[src/rtl/ilk_pkg.sv]
package ilk_pkg;

    localparam int NUM_AXES      = 2;
    localparam int DIRS_PER_AXIS = 2;
    localparam int NUM_DIRS      = NUM_AXES * DIRS_PER_AXIS;

    // axis indices; position in vectors follows direction order 12,21,34,43
    localparam int AX12 = 0;
    localparam int AX34 = 1;

    typedef struct packed {
        logic [NUM_DIRS-1:0] go;
        logic [NUM_DIRS-1:0] stop;
        logic                rotate;
        logic [NUM_AXES-1:0] grant;
    } scan_out_t;

    // one flag per axis: any direction of that axis is requesting
    function automatic logic [NUM_AXES-1:0] axis_wants(logic [NUM_DIRS-1:0] req);
        logic [NUM_AXES-1:0] w;
        for (int ax = 0; ax < NUM_AXES; ax++) begin
            w[ax] = |req[ax*DIRS_PER_AXIS +: DIRS_PER_AXIS];
        end
        return w;
    endfunction

    // at most one position switch, and occupancy only at its own position
    function automatic logic inputs_coherent(logic [NUM_AXES-1:0] at,
                                             logic [NUM_AXES-1:0] occ);
        logic one_pos;
        one_pos = ((at & (at - NUM_AXES'(1))) == '0);
        return one_pos && ((occ & ~at) == '0);
    endfunction

endpackage

[src/rtl/ilk_arbiter.sv]
module ilk_arbiter
    import ilk_pkg::*;
(
    input  logic [NUM_AXES-1:0] want,
    input  logic [NUM_AXES-1:0] occ,
    input  logic                coherent,
    output logic [NUM_AXES-1:0] grant
);
    // axis 34 wins first; axis 12 only if 34 is not granted
    always_comb begin
        grant       = '0;
        grant[AX34] = coherent & want[AX34] & ~occ[AX12];
        grant[AX12] = coherent & want[AX12] & ~occ[AX34] & ~grant[AX34];
    end
endmodule

[src/rtl/ilk_light_gate.sv]
module ilk_light_gate
    import ilk_pkg::*;
(
    input  logic [NUM_AXES-1:0] at,
    input  logic [NUM_AXES-1:0] occ,
    input  logic [NUM_AXES-1:0] grant,
    input  logic                coherent,
    output logic [NUM_DIRS-1:0] go
);
    for (genvar ax = 0; ax < NUM_AXES; ax++) begin : g_axis
        logic axis_green;
        assign axis_green = coherent & at[ax] & (grant[ax] | occ[ax]);
        for (genvar d = 0; d < DIRS_PER_AXIS; d++) begin : g_dir
            assign go[ax*DIRS_PER_AXIS + d] = axis_green;
        end
    end
endmodule

[src/rtl/ilk_rotator.sv]
module ilk_rotator
    import ilk_pkg::*;
(
    input  logic [NUM_AXES-1:0] occ,
    input  logic [NUM_AXES-1:0] grant,
    input  logic                coherent,
    input  logic                park12,
    input  logic                rot_q,
    output logic                rot_next
);
    always_comb begin
        if (!coherent)
            rot_next = rot_q;
        else if (grant[AX12] | occ[AX12])
            rot_next = 1'b1;
        else if (grant[AX34] | occ[AX34])
            rot_next = 1'b0;
        else
            rot_next = park12;
    end
endmodule

[src/rtl/ilk_crossing_ctrl.sv]
module ilk_crossing_ctrl
    import ilk_pkg::*;
(
    input  logic                clk,
    input  logic                rst,
    input  logic                tick_i,
    input  logic                at12_i,
    input  logic                at34_i,
    input  logic                occ12_i,
    input  logic                occ34_i,
    input  logic [NUM_DIRS-1:0] dir_req_i,
    input  logic                park12_i,
    output logic [NUM_DIRS-1:0] go_o,
    output logic [NUM_DIRS-1:0] stop_o,
    output logic                rotate_o,
    output logic                grant12_o,
    output logic                grant34_o
);
    logic [NUM_AXES-1:0] at_v, occ_v, want_v, grant_v;
    logic [NUM_DIRS-1:0] go_next;
    logic                coherent, rot_next;
    scan_out_t           q;

    always_comb begin
        at_v        = '0;
        occ_v       = '0;
        at_v[AX12]  = at12_i;
        at_v[AX34]  = at34_i;
        occ_v[AX12] = occ12_i;
        occ_v[AX34] = occ34_i;
    end

    assign want_v   = axis_wants(dir_req_i);
    assign coherent = inputs_coherent(at_v, occ_v);

    ilk_arbiter u_arb (
        .want     (want_v),
        .occ      (occ_v),
        .coherent (coherent),
        .grant    (grant_v)
    );

    ilk_light_gate u_lights (
        .at       (at_v),
        .occ      (occ_v),
        .grant    (grant_v),
        .coherent (coherent),
        .go       (go_next)
    );

    ilk_rotator u_rot (
        .occ      (occ_v),
        .grant    (grant_v),
        .coherent (coherent),
        .park12   (park12_i),
        .rot_q    (q.rotate),
        .rot_next (rot_next)
    );

    always_ff @(posedge clk) begin
        if (rst) begin
            q.go     <= '0;
            q.stop   <= '1;
            q.rotate <= 1'b0;
            q.grant  <= '0;
        end else if (tick_i) begin
            q.go     <= go_next;
            q.stop   <= ~go_next;
            q.rotate <= rot_next;
            q.grant  <= grant_v;
        end
    end

    assign go_o      = q.go;
    assign stop_o    = q.stop;
    assign rotate_o  = q.rotate;
    assign grant12_o = q.grant[AX12];
    assign grant34_o = q.grant[AX34];

endmodule

[config.mk]
export PLATFORM = sky130hd
export DESIGN_NAME = ilk_crossing_ctrl
export DESIGN_NICKNAME = d
export VERILOG_FILES = /design/src/rtl/ilk_pkg.sv /design/src/rtl/ilk_arbiter.sv /design/src/rtl/ilk_light_gate.sv /design/src/rtl/ilk_rotator.sv /design/src/rtl/ilk_crossing_ctrl.sv
export SDC_FILE = /design/constraint.sdc
export NUM_CORES = 1
export LEC_CHECK = 0
export BUFFER_PORTS_ARGS = -buffer_cell sky130_fd_sc_hd__buf_4
export CORE_AREA = 3 3 40 42
export CTS_BUF_LIST = sky130_fd_sc_hd__clkbuf_8
export CTS_CLUSTER_DIAMETER = 120
export DETAILED_ROUTE_END_ITERATION = 7
export DIE_AREA = 0 0 43 45
export GPL_ROUTABILITY_DRIVEN = 0
export HOLD_SLACK_MARGIN = 0.05
export PLACE_DENSITY_LB_ADDON = 0.25
export SYNTH_ARGS = -nofsm -noshare
export SYNTH_HDL_FRONTEND = slang
export SYNTH_HIERARCHICAL = 1
export SYNTH_SLANG_ARGS = --single-unit
export TNS_END_PERCENT = 20
[constraint.sdc]
create_clock -name clk -period 3.4 [get_ports clk]
set_input_delay 0.17 -clock clk [delete_from_list [all_inputs] [get_ports clk]]
set_output_delay 0.17 -clock clk [all_outputs]
set_load 0.05 [all_outputs]
==> qor.yml <==
synthesis:
  yosysTopAreaCellShare: 0.4141
  yosysSeqAreaShare: 0.4141
  synth_seq_cells: 11
  yosys_warnings: 6
  post-synth-top-area-cell: "dfxtp_1"
  synth_fp_nets: 70
  synth_area_sq_um: 531.8
  syn-instance-count: 58
  ys_types: 20
  avgSynthCellArea_sq_um: 9.168
  synth_area_leaders: "dfxtp_1 41%, mux2i_1 5.6%, a21o_1 5.6%"
route:
  topRoutingLayerUsed: "met4"
  ant_nets: 0
  wl_met3_um: 66
  met1Wirelength_um: 427
  detail_route.wl_per_cell_um: 10.53
  drc: 0
  first_pass_iters: 3
  wl_um: 979
  via_count: 450
  drtIter0Drc: 3
  wl_met2_um: 479
  viasPerCell: 4.839
setup_path:
  startpoint_type: "primary input"
  crit_path_start: "at12_i"
  path_common_cell: "nand2_1"
  required_ns: 3.53
  r2r_cells: 4
  worstPathCellList: "buf_4 > mux2_2 > a21oi_1 > nand2_1 > nor3_2 > o211a_1 > nand2_1 > a21o_1"
  path_delay_family: "compound AO/OA/AOI/OAI gates"
  r2r_start: "rotate_o"
  arrival_ns: 1.59
  slowest_stage: "a21oi_1"
  worst_path_largest_cell_delay_ns: 0.32
  end_kind: "flip-flop"
  r2r_end: "rotate_o"
  criticalPathCategory: "in2reg"
  reg2reg_setup_slack_ns: 2.62
  cp.buffers_inverters: 1
  critPathMaxFanout: 6
finish:
  syn_to_final_growth_pct: 34.35
  num-fill-cells: 128
  drive_above_1_share: 0.3846
  final_cell_mix: "22 x buf_4, 11 x dfxtp_1, 5 x a21oi_1, 5 x nand2_1, 5 x nor2_1"
  seqCellArea_sq_um: 220.2
  multiInputGateArea_sq_um: 261.5
  final_common_cell: "buf_4"
  final_cell_count_no_fill: 93
  nets: 91
  diodes: 0
cts:
  cts_resized: 0
  cts.hold.buffers_added: 0
  clock-root-buffer: "clkbuf_8"
  clockBufferDepth: 2
  cts_setup_buffers: 0
  numCtsBuffers: 3
  clk_pin_slew_ns: 0.05
  cts_tree: "yes"
  clk_latency_ns: 0.23
  cts_sinks: 11
  cts-htree-levels: 1
floorplan:
  io_pins: 23
  die_y_um: 45
  start_util: 0.4138
  placementRows: 13
  dieArea_sq_mm: 0.001935
  fp.coreArea_sq_mm: 0.001285
  die_x_um: 43
timing:
  setup_violations: 0
  fin_skew_ns: 0
  fin_crit_ns: 1.465
  rsz0062_at_grt: "no"
  report.final.slew_viol_count: 0
  finalHoldViolCount: 0
  max_freq_ghz: 0.6825
  timing.final.crit_share: 0.4310
  whs_ns: 0.1861
  fin_tns_setup_ns: 0
  tightest_slew_ns: 0.3763
  slew-limit-headroom: 0.7491
power_and_ir_drop:
  pwr_density_cell_mw_per_mm2: 438.9
  p_leak_nw: 0.3364
  vdd_drop_max_mv: 0.2625
placement:
  placed_cells: 89
  dp_hpwl_um: 761.9
  portBuffers: 22
min_path:
  holdCritStartpoint: "rst"
  hold_depth: 2
  min_to: "go_o[3]"
  hp-class: "in2reg"
global_routing:
  grt_max_degree: 16
  grt_pass1_vias: 396
  grt_usage: 0.1129
  antenna_found_initial: 0
  overflow: 0
  grt_pass1_wl_um: 1614
job:
  drv_cap: 0
run_status:
  status: "finished clean"
[layer usage]
metal,up-vias,global-route usage
met5,-,0
met4,0,0.03614
met3,2,0.05976
met2,11,0.1677
met1,208,0.1415
li1,229,-
[power by group]
| part | total, W | internal (W) | switching, W |
|---|---|---|---|
| combinational | 0.0000535 | 0.0000234 | 0.0000301 |
| sequential | 0.000135 | 0.000133 | 0.00000213 |
| clock | 0.000125 | 0.0000790 | 0.0000456 |
| total | 0.000314 | 0.000236 | 0.0000779 |
[sequential cells by signal, summed over array words and instances (netlist names)]
| register | count |
|---|---|
| grant12_o | 1 |
| stop_o | 4 |
| grant34_o | 1 |
| go_o | 4 |
| rotate_o | 1 |
[how the worst max path moves through the flow]
| stage | end | slack, ns | depth (start not counted) |
|---|---|---|---|
| after floorplan | stop_o[0] | 1.83 | 8 |
| after global placement | stop_o[1] | 1.70 | 8 |
| after detailed placement | stop_o[1] | 1.69 | 8 |
| after CTS | stop_o[1] | 1.93 | 8 |
| after global routing | stop_o[1] | 1.80 | 8 |
| final | stop_o[1] | 1.93 | 8 |
[per-stage QoR]
stage	setup WS [ns]	area, sq um	total power (W)	util
6_report	1.935	714.4	0.0003136	0.5560
5_1_grt	1.797	714.4	0.0003302	0.5560
4_1_cts	1.927	714.4	0.0003195	0.5560
2_1_floorplan	1.832	531.8	0.0001753	-
3_3_place_gp	1.700	669.4	0.0001912	0.5209
3_5_place_dp	1.690	669.4	0.0001919	0.5209
[Yosys cell counts]
cell / instances
a31oi_1: 1
dfxtp_1: 11
a21oi_1: 5
a21o_1: 4
mux2_2: 1
or2_1: 4
nor2_1: 5
buf_2: 1
buf_6: 1
nor2b_4: 1
or2_2: 2
nand2_1: 5
or3b_1: 1
inv_1: 1
nor3_2: 1
mux2i_1: 3
and2_1: 1
o211a_1: 2
buf_4: 4
nand2b_1: 4
[cell families after synthesis]
kind of cell,Yosys count,share of synthesized area
muxes,4,0.07765
AOI/OAI and AO/OA,12,0.1529
buffers and inverters,7,0.09410
DFF,11,0.4141
and+or+nand+nor,24,0.2612
[area by class of cell]
cell class / count / area share
multi-input combinational: 40 / 0.3660
sequential: 11 / 0.3082
timing repair buffer: 22 / 0.2312
clock buffer: 3 / 0.05779
tap: 15 / 0.02627
clock inverter: 1 / 0.005254
inverter: 1 / 0.005254
Note: power is estimated with default switching activity, not from simulation.
